===== src/rtl/aclink_rx_pkg.sv =====
package aclink_rx_pkg;
    parameter int SLOT_CNT   = 12;
    parameter int SLOT_BITS  = 20;
    parameter int TAG_BITS   = 16;
    parameter int FRAME_LEN  = TAG_BITS + SLOT_CNT * SLOT_BITS;
endpackage


===== src/rtl/aclink_frame_timer.sv =====
module aclink_frame_timer #(
    parameter int FRAME_BITS = aclink_rx_pkg::FRAME_LEN,
    localparam int CNT_W     = $clog2(FRAME_BITS)
) (
    input  logic             bclk,
    input  logic             rst_n,
    input  logic             sync_i,
    output logic             bit_take_o,
    output logic             frame_end_o,
    output logic             sync_rise_o,
    output logic [CNT_W-1:0] count_o
);
    localparam logic [CNT_W-1:0] LAST_BIT = CNT_W'(FRAME_BITS - 1);

    typedef struct packed {
        logic             sync_prev;
        logic             active;
        logic [CNT_W-1:0] cnt;
    } timer_t;

    timer_t st_d, st_q;

    always_comb begin
        st_d        = st_q;
        sync_rise_o = sync_i & ~st_q.sync_prev;
        bit_take_o  = st_q.active;
        frame_end_o = st_q.active && (st_q.cnt == LAST_BIT);
        count_o     = st_q.cnt;
        st_d.sync_prev = sync_i;
        if (sync_rise_o) begin
            st_d.active = 1'b1;
            st_d.cnt    = '0;
        end else if (st_q.active) begin
            if (frame_end_o) begin
                st_d.active = 1'b0;
                st_d.cnt    = '0;
            end else begin
                st_d.cnt = st_q.cnt + 1'b1;
            end
        end
    end

    always_ff @(negedge bclk or negedge rst_n) begin
        if (!rst_n) st_q <= '0;
        else        st_q <= st_d;
    end


    restart_count_chk: assert property (@(negedge bclk) disable iff (!rst_n)
        sync_rise_o |=> (bit_take_o && count_o == '0));
endmodule


===== src/rtl/aclink_frame_shifter.sv =====
module aclink_frame_shifter #(
    parameter int HIST_W = aclink_rx_pkg::FRAME_LEN - 1
) (
    input  logic              bclk,
    input  logic              rst_n,
    input  logic              shift_en_i,
    input  logic              bit_i,
    output logic [HIST_W-1:0] hist_o
);
    typedef struct packed {
        logic [HIST_W-1:0] hist;
    } shift_t;

    shift_t sh_d, sh_q;

    always_comb begin
        sh_d = sh_q;
        if (shift_en_i) sh_d.hist = {sh_q.hist[HIST_W-2:0], bit_i};
        hist_o = sh_q.hist;
    end

    always_ff @(negedge bclk or negedge rst_n) begin
        if (!rst_n) sh_q <= '0;
        else        sh_q <= sh_d;
    end


    msb_first_shift_chk: assert property (@(negedge bclk) disable iff (!rst_n)
        shift_en_i |=> (hist_o[0] == $past(bit_i)));
endmodule


===== src/rtl/aclink_frame_rx.sv =====
module aclink_frame_rx #(
    parameter int SLOTS      = aclink_rx_pkg::SLOT_CNT,
    parameter int SLOT_W     = aclink_rx_pkg::SLOT_BITS,
    parameter int TAG_W      = aclink_rx_pkg::TAG_BITS,
    localparam int FRAME_BITS = TAG_W + SLOTS * SLOT_W,
    localparam int CNT_W      = $clog2(FRAME_BITS),
    localparam int DATA_W     = SLOTS * SLOT_W
) (
    input  logic              bclk,
    input  logic              rst_n,
    input  logic              sync_i,
    input  logic              sdin_i,
    output logic              frame_done_o,
    output logic              codec_ready_o,
    output logic [SLOTS-1:0]  valid_mask_o,
    output logic [DATA_W-1:0] slot_data_o
);
    typedef struct packed {
        logic              done;
        logic              ready;
        logic [SLOTS-1:0]  mask;
        logic [DATA_W-1:0] slots;
    } out_t;

    logic                  bit_take, frame_end, sync_rise;
    logic [CNT_W-1:0]      bit_cnt;
    logic [FRAME_BITS-2:0] hist;
    logic [FRAME_BITS-1:0] word;
    out_t                  out_d, out_q;

    aclink_frame_timer #(.FRAME_BITS(FRAME_BITS)) i_timer (
        .bclk        (bclk),
        .rst_n       (rst_n),
        .sync_i      (sync_i),
        .bit_take_o  (bit_take),
        .frame_end_o (frame_end),
        .sync_rise_o (sync_rise),
        .count_o     (bit_cnt)
    );

    aclink_frame_shifter #(.HIST_W(FRAME_BITS - 1)) i_shifter (
        .bclk       (bclk),
        .rst_n      (rst_n),
        .shift_en_i (bit_take),
        .bit_i      (sdin_i),
        .hist_o     (hist)
    );

    always_comb begin
        out_d      = out_q;
        word       = {hist, sdin_i};
        out_d.done = frame_end;
        if (frame_end) begin
            out_d.ready = word[FRAME_BITS-1];
            for (int k = 0; k < SLOTS; k++) begin
                out_d.mask[k] = word[FRAME_BITS-1] & word[FRAME_BITS-2-k];
                if (word[FRAME_BITS-1] && word[FRAME_BITS-2-k])
                    out_d.slots[k*SLOT_W +: SLOT_W] =
                        word[FRAME_BITS-TAG_W-1-k*SLOT_W -: SLOT_W];
            end
        end
    end

    always_ff @(negedge bclk or negedge rst_n) begin
        if (!rst_n) out_q <= '0;
        else        out_q <= out_d;
    end

    assign frame_done_o  = out_q.done;
    assign codec_ready_o = out_q.ready;
    assign valid_mask_o  = out_q.mask;
    assign slot_data_o   = out_q.slots;


    done_pulse_chk: assert property (@(negedge bclk) disable iff (!rst_n)
        frame_done_o |=> !frame_done_o);


    early_sync_drop_chk: assert property (@(negedge bclk) disable iff (!rst_n)
        (sync_rise && bit_take && !frame_end) |=> !frame_done_o);


    idle_no_done_chk: assert property (@(negedge bclk) disable iff (!rst_n)
        !bit_take |=> !frame_done_o);


    not_ready_mask_chk: assert property (@(negedge bclk) disable iff (!rst_n)
        (frame_done_o && !codec_ready_o) |-> (valid_mask_o == '0));

    generate
        for (genvar g = 0; g < SLOTS; g++) begin : g_slot_chk

            untagged_hold_chk: assert property (@(negedge bclk) disable iff (!rst_n)
                (frame_done_o && !valid_mask_o[g]) |->
                    $stable(slot_data_o[g*SLOT_W +: SLOT_W]));
        end
    endgenerate
endmodule


===== config.mk =====
export PLATFORM = sky130hd
export DESIGN_NAME = aclink_frame_rx
export DESIGN_NICKNAME = d
export VERILOG_FILES = /design/src/rtl/aclink_rx_pkg.sv /design/src/rtl/aclink_frame_timer.sv /design/src/rtl/aclink_frame_shifter.sv /design/src/rtl/aclink_frame_rx.sv
export SDC_FILE = /design/constraint.sdc
export NUM_CORES = 1
export LEC_CHECK = 0
export BUFFER_PORTS_ARGS = -buffer_cell sky130_fd_sc_hd__clkbuf_2
export CAP_MARGIN = 20
export CELL_PAD_IN_SITES_DETAIL_PLACEMENT = 0
export CELL_PAD_IN_SITES_GLOBAL_PLACEMENT = 1
export CORE_MARGIN = 2
export CORE_UTILIZATION = 49
export CTS_CLUSTER_SIZE = 8
export DETAILED_ROUTE_END_ITERATION = 10
export PLACE_DENSITY = 0.76
export SKIP_CTS_REPAIR_TIMING = 1
export SKIP_LAST_GASP = 1
export SLEW_MARGIN = 30
export SYNTH_ARGS = -nofsm -noshare
export SYNTH_HDL_FRONTEND = slang
export SYNTH_HIERARCHICAL = 1
export SYNTH_SLANG_ARGS = --single-unit

===== constraint.sdc =====
create_clock -name bclk -period 2.71 [get_ports bclk]
set_input_delay 0.542 -clock bclk [delete_from_list [all_inputs] [get_ports bclk]]
set_output_delay 0.542 -clock bclk [all_outputs]
set_load 0.05 [all_outputs]

# Word level (Yosys, flattened, before mapping)
# Cells that the tools add are included.
# word_totals
reg_bits,519
latch_bits,0
ramBits,0
romBits,0
memories,0
# classes
n_addsub,1
multipliers,0
n_div,0
n_lt_le_gt_ge,0
n_eq_ne,1
n_shift,0
mux,4
bitwise_logic,14
n_reduce_logical,26
# ops
operator,n
2-bit AND reduction,12
9-bit 2-to-1 mux,2
1-bit AND,13
1-bit logical AND,13
"8-bit by 1-bit adder with 8-bit output, second input constant",1
"8-bit equality test, second input constant",1
8-bit 2-to-1 mux,1
2-bit nonzero test,1
1-bit 2-to-1 mux,1
1-bit inverter,1

# Depth between registers and ports, before layout
# Gate-level depths: netlist of run 1.
# logic_depth
word_depth,5
mapped_depth,9
ltp_nobuf,6

# Modules after synthesis
# Netlist of run 1, hierarchy kept.
# modules_own_cells
module,instances,cells_each,area_per_inst_um2,seq_area_each_um2
aclink_frame_rx,1,559,10206.0,6356.1
aclink_frame_shifter,1,538,9623.0,6381.1
aclink_frame_timer,1,58,565.5,250.2

==> run summary, run 1 <==
- 6 — count of warnings emitted by yosys
- 207.7 um — horizontal die dimension
- 585.6 uV — peak ir drop on the vdd network
- 63.62 mm — first-pass GRT wire length
- 43,140 um^2 — Die Footprint
- 1 — number of cells on the worst hold path
- 0.05610 ns — setup slack after placement
- 5 — number of detailed-routing iterations run before antenna repair
- 2,846 — number of fill cells
- 383 — DRC marker count from the first detailed-route iteration
- 519 — clock net sink count
- i_shifter/hist_o[242] — Hold EP
- 49.69% — effective utilization at floorplan
- 75 — total clock buffers created by CTS
- 157 — maximum number of pins on one net before global-route repair
- built — TritonCTS clock tree
- 1 — CP Buf/Inv Count
- 63.78% — share of cells above drive strength 1
- 31.81% — Area Overhead vs Synth
- -0.4101 ns — post-route setup slack
- 0 — max cap viols
- 0.20 ns — reg-to-reg slack, setup
- 10,950 — via count
- 41.63 mm — WL final
- 0.9433 ns — transition time at the pin with the least slew margin
- flip-flop to flip-flop — kind of path behind the tightest hold check
- 0.01425 uW — leakage dissipation
- 3 — H-tree levels
- 40,920 um^2 — core box area
- 0.04 ns — clock edge transition at the registers on the reported setup and hold paths
- 0 — Hold Vio Cnt, Final
- 25.52 mm — post-detailed-placement half-perimeter wirelength
- 7 — worst-case reg-to-reg path depth
- 0.7416 — weighted congestion at the end of routability-driven global placement
- 0.009945 ns — Layout Skew
- 0 — DRC Markers
- 258 — num ports
- 1,602 — post-layout net count
- -88.36 ns — Sum Neg Setup Slack
- 0 — count of final max-slew check failures
- true — setup repair after global routing missed its margin
- setup timing — violations in the final reports
- 207.7 um — Die H
- slot_data_o[142] — Crit Reg-Reg Endpoint
- 0 — antenna viol nets, final
- 2.17 ns — data required time of the worst path
- finished with violations — result of the run
- 0 — sum of overflow across all layers after global routing
- 3 — maximum count of clock buffers along a single path
- 20,330 um^2 — area of the mapped netlist
- flip-flop to output port — Crit Path Category
- 1,152 — net count after synthesis
- 2.58 ns — data arrival time of the critical path
- 18.29% — overall global routing resource usage
- flip-flops — cell family contributing the most delay on the critical path
- 6640 um^2 — multi-input gate area in the final layout
- 5.127 — Avg Vias per Cell
- 2,136 — Post-Layout Cell Count
- 11,130 — via count of the first global-routing pass
- sky130_fd_sc_hd__clkbuf_16 — library cell used as clock root buffer
- 74 — number of rows created at floorplan
- 0.56 ns — latest clock arrival within the worst-skew pair
- 37.12% — worst max-slew margin expressed relative to the limit
- 12,990 um^2 — combined flip-flop and latch cell area
- 257 — Port-buffer cells
- 2 — maximum fanout encountered on the critical timing path
- 65.49% — Util after Layout
- 0.4559 ns — worst-case hold slack
- 1,927 — Placed Instances
- 254 — final setup vio count
- sky130_fd_sc_hd__dfrtn_1 — cell with the largest stage delay on the worst path
- 17.73 um^2 — Synth Area per Inst
- output port — critical path capture point type
- 19.49 um — post-detailed-route wirelength per cell
- i_timer/count_o[0] — Reg2Reg Launch Point
- 0 — number of antenna violations at the first check in global routing
- 0 — number of diodes added for antenna fixing
- 615.2 nW/um^2 — Power Dens Cells
- 0.48 ns — peak per-stage delay on the critical path
- flip-flop — kind of start point of the critical path
- buf_6 — chain of cells forming the critical path
- i_shifter/hist_o[241] — startpoint of the worst hold path
- 1,147 — cell count after synthesis
-- stage by stage --
step / power [uW] / instance area [um^2]
finish: 16490 / 26800
global route: 17080 / 26800
CTS: 16710 / 24270
detailed placement: 8469 / 22270
global placement: 8454 / 22270
floorplan: 8178 / 20330
-- routing by layer --
metal  GRT usage, %  share of wire [%]  vias up  routed length, um
met3          4.418                5.0       68               2095
met5              0                  0        -                  0
li1               -                  -     4930                  -
met1          25.86                 44     5709              18340
met2          27.89                 49      244              20290
met4          6.236                2.2        0                900
-- report_power, final --
group / total [uW] / internal [uW] / switching (uW)
sequential: 7990 / 7910 / 77.7
clock: 8140 / 5080 / 3060
combinational: 359 / 150 / 210
total: 16500 / 13100 / 3350
-- flip-flops by register name, summed over array words and instances, names as in the netlist --
signal and count:
codec_ready_o 1, frame_done_o 1, i_shifter/hist_o 255, i_timer/bit_take_o 1, i_timer/count_o 8, i_timer/st_q 1, slot_data_o 240, valid_mask_o 12
-- area by class of cell --
type / instances / share of cell area (%)
clock buffer: 82 / 7.418
clock inverter: 2 / 0.06536
inverter: 13 / 0.1821
sequential: 519 / 48.46
multi-input combinational: 557 / 24.77
timing repair buffer: 431 / 16.62
tap: 532 / 2.484
-- cell usage in the layout (no fill, tap or decap), types with 4 or more instances in the layout --
master,n
sky130_fd_sc_hd__clkbuf_16,79
sky130_fd_sc_hd__buf_4,153
sky130_fd_sc_hd__dfrtn_1,519
sky130_fd_sc_hd__buf_12,21
sky130_fd_sc_hd__o21ai_0,13
sky130_fd_sc_hd__mux2_4,152
sky130_fd_sc_hd__a21oi_1,4
sky130_fd_sc_hd__nand2_1,5
sky130_fd_sc_hd__nor2_1,4
sky130_fd_sc_hd__mux2_2,344
sky130_fd_sc_hd__inv_1,13
sky130_fd_sc_hd__nand3_1,6
sky130_fd_sc_hd__nand3_4,9
sky130_fd_sc_hd__buf_6,254
-- how the worst max path moves through the flow --
stage / start / end / depth (start not counted)
after detailed placement: slot_data_o[55] / slot_data_o[55] / 1
final: slot_data_o[173] / slot_data_o[173] / 1
after floorplan: slot_data_o[100] / slot_data_o[100] / 0
after CTS: slot_data_o[55] / slot_data_o[55] / 1
after global placement: slot_data_o[55] / slot_data_o[55] / 1
after global routing: slot_data_o[173] / slot_data_o[173] / 1
Note: power is estimated with default switching activity, not from simulation.
==> run 2: changes to the inputs <==
Settings changed: CORE_UTILIZATION 49 to 51, CTS_BUF_LIST from default to sky130_fd_sc_hd__clkbuf_2, PLACE_DENSITY 0.76 to 0.79.
==> run summary, run 2 (synthesis results as in run 1) <==
- 0.86 ns — latest clock arrival within the worst-skew pair, was 0.56 ns
- 3 — maximum count of clock buffers along a single path, unchanged
- 203.7 um — Die H, was 207.7 um
- 26.30% — Area Overhead vs Synth, was 31.81%
- sky130_fd_sc_hd__dfrtn_1 — commonest non-fill, non-tap cell in the layout, unchanged
- 11,230 — via count, was 10,950
- 0 — count of final max-slew check failures, unchanged
- 25,680 um^2 — final instance area, was 26,800 um^2
- 39,550 um^2 — core box area, was 40,920 um^2
- flip-flop to output port — Crit Path Category, unchanged
- 62.81 mm — first-pass GRT wire length, was 63.62 mm
- 416 — DRC marker count from the first detailed-route iteration, was 383
- 254 — final setup vio count, unchanged
- 5.006 — Avg Vias per Cell, was 5.127
- output port — critical path capture point type, unchanged
- 255 — flip-flop count of the largest register after layout, unchanged
- 2,243 — Post-Layout Cell Count, was 2,136
- 0 — antenna viol nets, final, unchanged
- flip-flops — cell family contributing the most delay on the critical path, unchanged
- setup timing — violations in the final reports, unchanged
- 2,853 — number of fill cells, was 2,846
- 300.8 uV — peak ir drop on the vdd network, was 585.6 uV
- 520.7 nW/um^2 — Power Dens Cells, was 615.2 nW/um^2
- 1 — number of antenna violations at the first check in global routing, was 0
- 24.82 mm — post-detailed-placement half-perimeter wirelength, was 25.52 mm
- 51.42% — effective utilization at floorplan, was 49.69%
- 0.7445 — weighted congestion at the end of routability-driven global placement, was 0.7416
- 519 x sky130_fd_sc_hd__dfrtn_1, 344 x sky130_fd_sc_hd__mux2_2, 254 x sky130_fd_sc_hd__buf_6 — most frequent cells in the layout, unchanged
- 0 — DRC Markers, unchanged
- 11,510 — via count of the first global-routing pass, was 11,130
- 73 — number of rows created at floorplan, was 74
- 2.88 ns — data arrival time of the critical path, was 2.58 ns
- 203.7 um — horizontal die dimension, was 207.7 um
- 0.01398 uW — leakage dissipation, was 0.01425 uW
- sky130_fd_sc_hd__dfrtn_1 — cell with the largest stage delay on the worst path, unchanged
- 18.56 um — post-detailed-route wirelength per cell, was 19.49 um
- 0.48 ns — peak per-stage delay on the critical path, about the same
- 0.05929 ns — setup slack after placement, was 0.05610 ns
- 519 — clock net sink count, unchanged
- sky130_fd_sc_hd__clkbuf_2 — library cell used as clock root buffer, was sky130_fd_sc_hd__clkbuf_16
- 2.17 ns — data required time of the worst path, about the same
- 258 — num ports, unchanged
- 41,490 um^2 — Die Footprint, was 43,140 um^2
- 13,370 uW — overall power, was 16,490 uW
- 41.64 mm — WL final, was 41.63 mm
- flip-flop to flip-flop — kind of path behind the tightest hold check, unchanged
- 257 — Port-buffer cells, unchanged
- 0 — sum of overflow across all layers after global routing, unchanged
- 19.04% — overall global routing resource usage, was 18.29%
- 65.52% — share of cells above drive strength 1, was 63.78%
- -0.7110 ns — post-route setup slack, was -0.4101 ns
- 0.07 ns — clock edge transition at the registers on the reported setup and hold paths, was 0.04 ns
- 1,909 — Placed Instances, was 1,927
- buf_6 — chain of cells forming the critical path, unchanged
- 0.6609 ns — transition time at the pin with the least slew margin, was 0.9433 ns
- 1 — CP Buf/Inv Count, unchanged
- flip-flop — kind of start point of the critical path, unchanged
- 0.4413 ns — worst-case hold slack, was 0.4559 ns
- finished with violations — result of the run, unchanged
- 4 — H-tree levels, was 3
- 4 — number of detailed-routing iterations run before antenna repair, was 5
- built — TritonCTS clock tree, unchanged
- 1,636 — post-layout net count, was 1,602
- true — setup repair after global routing missed its margin, unchanged
- 0 — Hold Vio Cnt, Final, unchanged
- 22,090 um^2 — Placed Instance Area, was 22,270 um^2
- 116 — maximum number of pins on one net before global-route repair, was 157
- 133 — total clock buffers created by CTS, was 75
- 2 — maximum fanout encountered on the critical timing path, unchanged
- 0.06060 ns — Layout Skew, was 0.009945 ns
- 0 — max cap viols, unchanged
- 55.94% — worst max-slew margin expressed relative to the limit, was 37.12%
run 2: cell count changes in the layout (fill, tap and decap cells not counted), moves of 4 or more:
cell | before | now
sky130_fd_sc_hd__clkbuf_2 | 2 | 202
sky130_fd_sc_hd__clkbuf_16 | 79 | 0
sky130_fd_sc_hd__buf_4 | 153 | 131
sky130_fd_sc_hd__clkinv_1 | 0 | 14
sky130_fd_sc_hd__buf_12 | 21 | 14
sky130_fd_sc_hd__nand3_2 | 1 | 5
run 2: report_power, final:
| part | internal, uW | switching, uW |
|---|---|---|
| logic | 124 | 202 |
| clock network | 2120 | 2970 |
| registers | 7880 | 76.5 |
run 2: stage by stage:
step / utilization, % / setup TNS, ns
after detailed placement: 55.85 / 0
after CTS: 58.74 / -228.78
after global placement: 55.85 / 0
after floorplan: - / 0
final: 64.94 / -161.27
after global routing: 64.94 / -203.63
run 2: routing by layer:
| metal | GRT usage (%) | vias to the layer above | routed length, um |
|---|---|---|---|
| met5 | 0 | - | 0 |
| met4 | 7.482 | 0 | 641 |
| met3 | 5.817 | 52 | 2170 |
| met2 | 28.35 | 244 | 20750 |
| met1 | 26.25 | 5823 | 18070 |
| li1 | - | 5110 | - |
run 2: cell type report:
class                   instances  area (um^2)  share of cell area (%)
flip-flops and latches        519        12990                   50.57
well taps                     525        656.9                   2.558
inverters                      13        48.80                  0.1900
clock inverters                21        138.9                  0.5408
clock buffers                 200         1001                   3.898
diodes                          1        2.502                0.009744
multi-input cells             562         6698                   26.08
repair buffers                402         4149                   16.16
run 2: worst paths after layout:
kind	slack, ns	endpoint	startpoint	cells past startpoint
max in group asynchronous	1.17	i_shifter/hist_o[85]	rst_n	2
worst min register to register	0.44	slot_data_o[189]	i_shifter/hist_o[48]	1
min in group asynchronous	0.88	i_shifter/hist_o[81]	rst_n	1
worst min-delay path	0.44	slot_data_o[189]	i_shifter/hist_o[48]	1
worst max-delay path	-0.71	slot_data_o[171]	slot_data_o[171]	1
worst max register to register	0.10	slot_data_o[135]	i_timer/count_o[0]	7
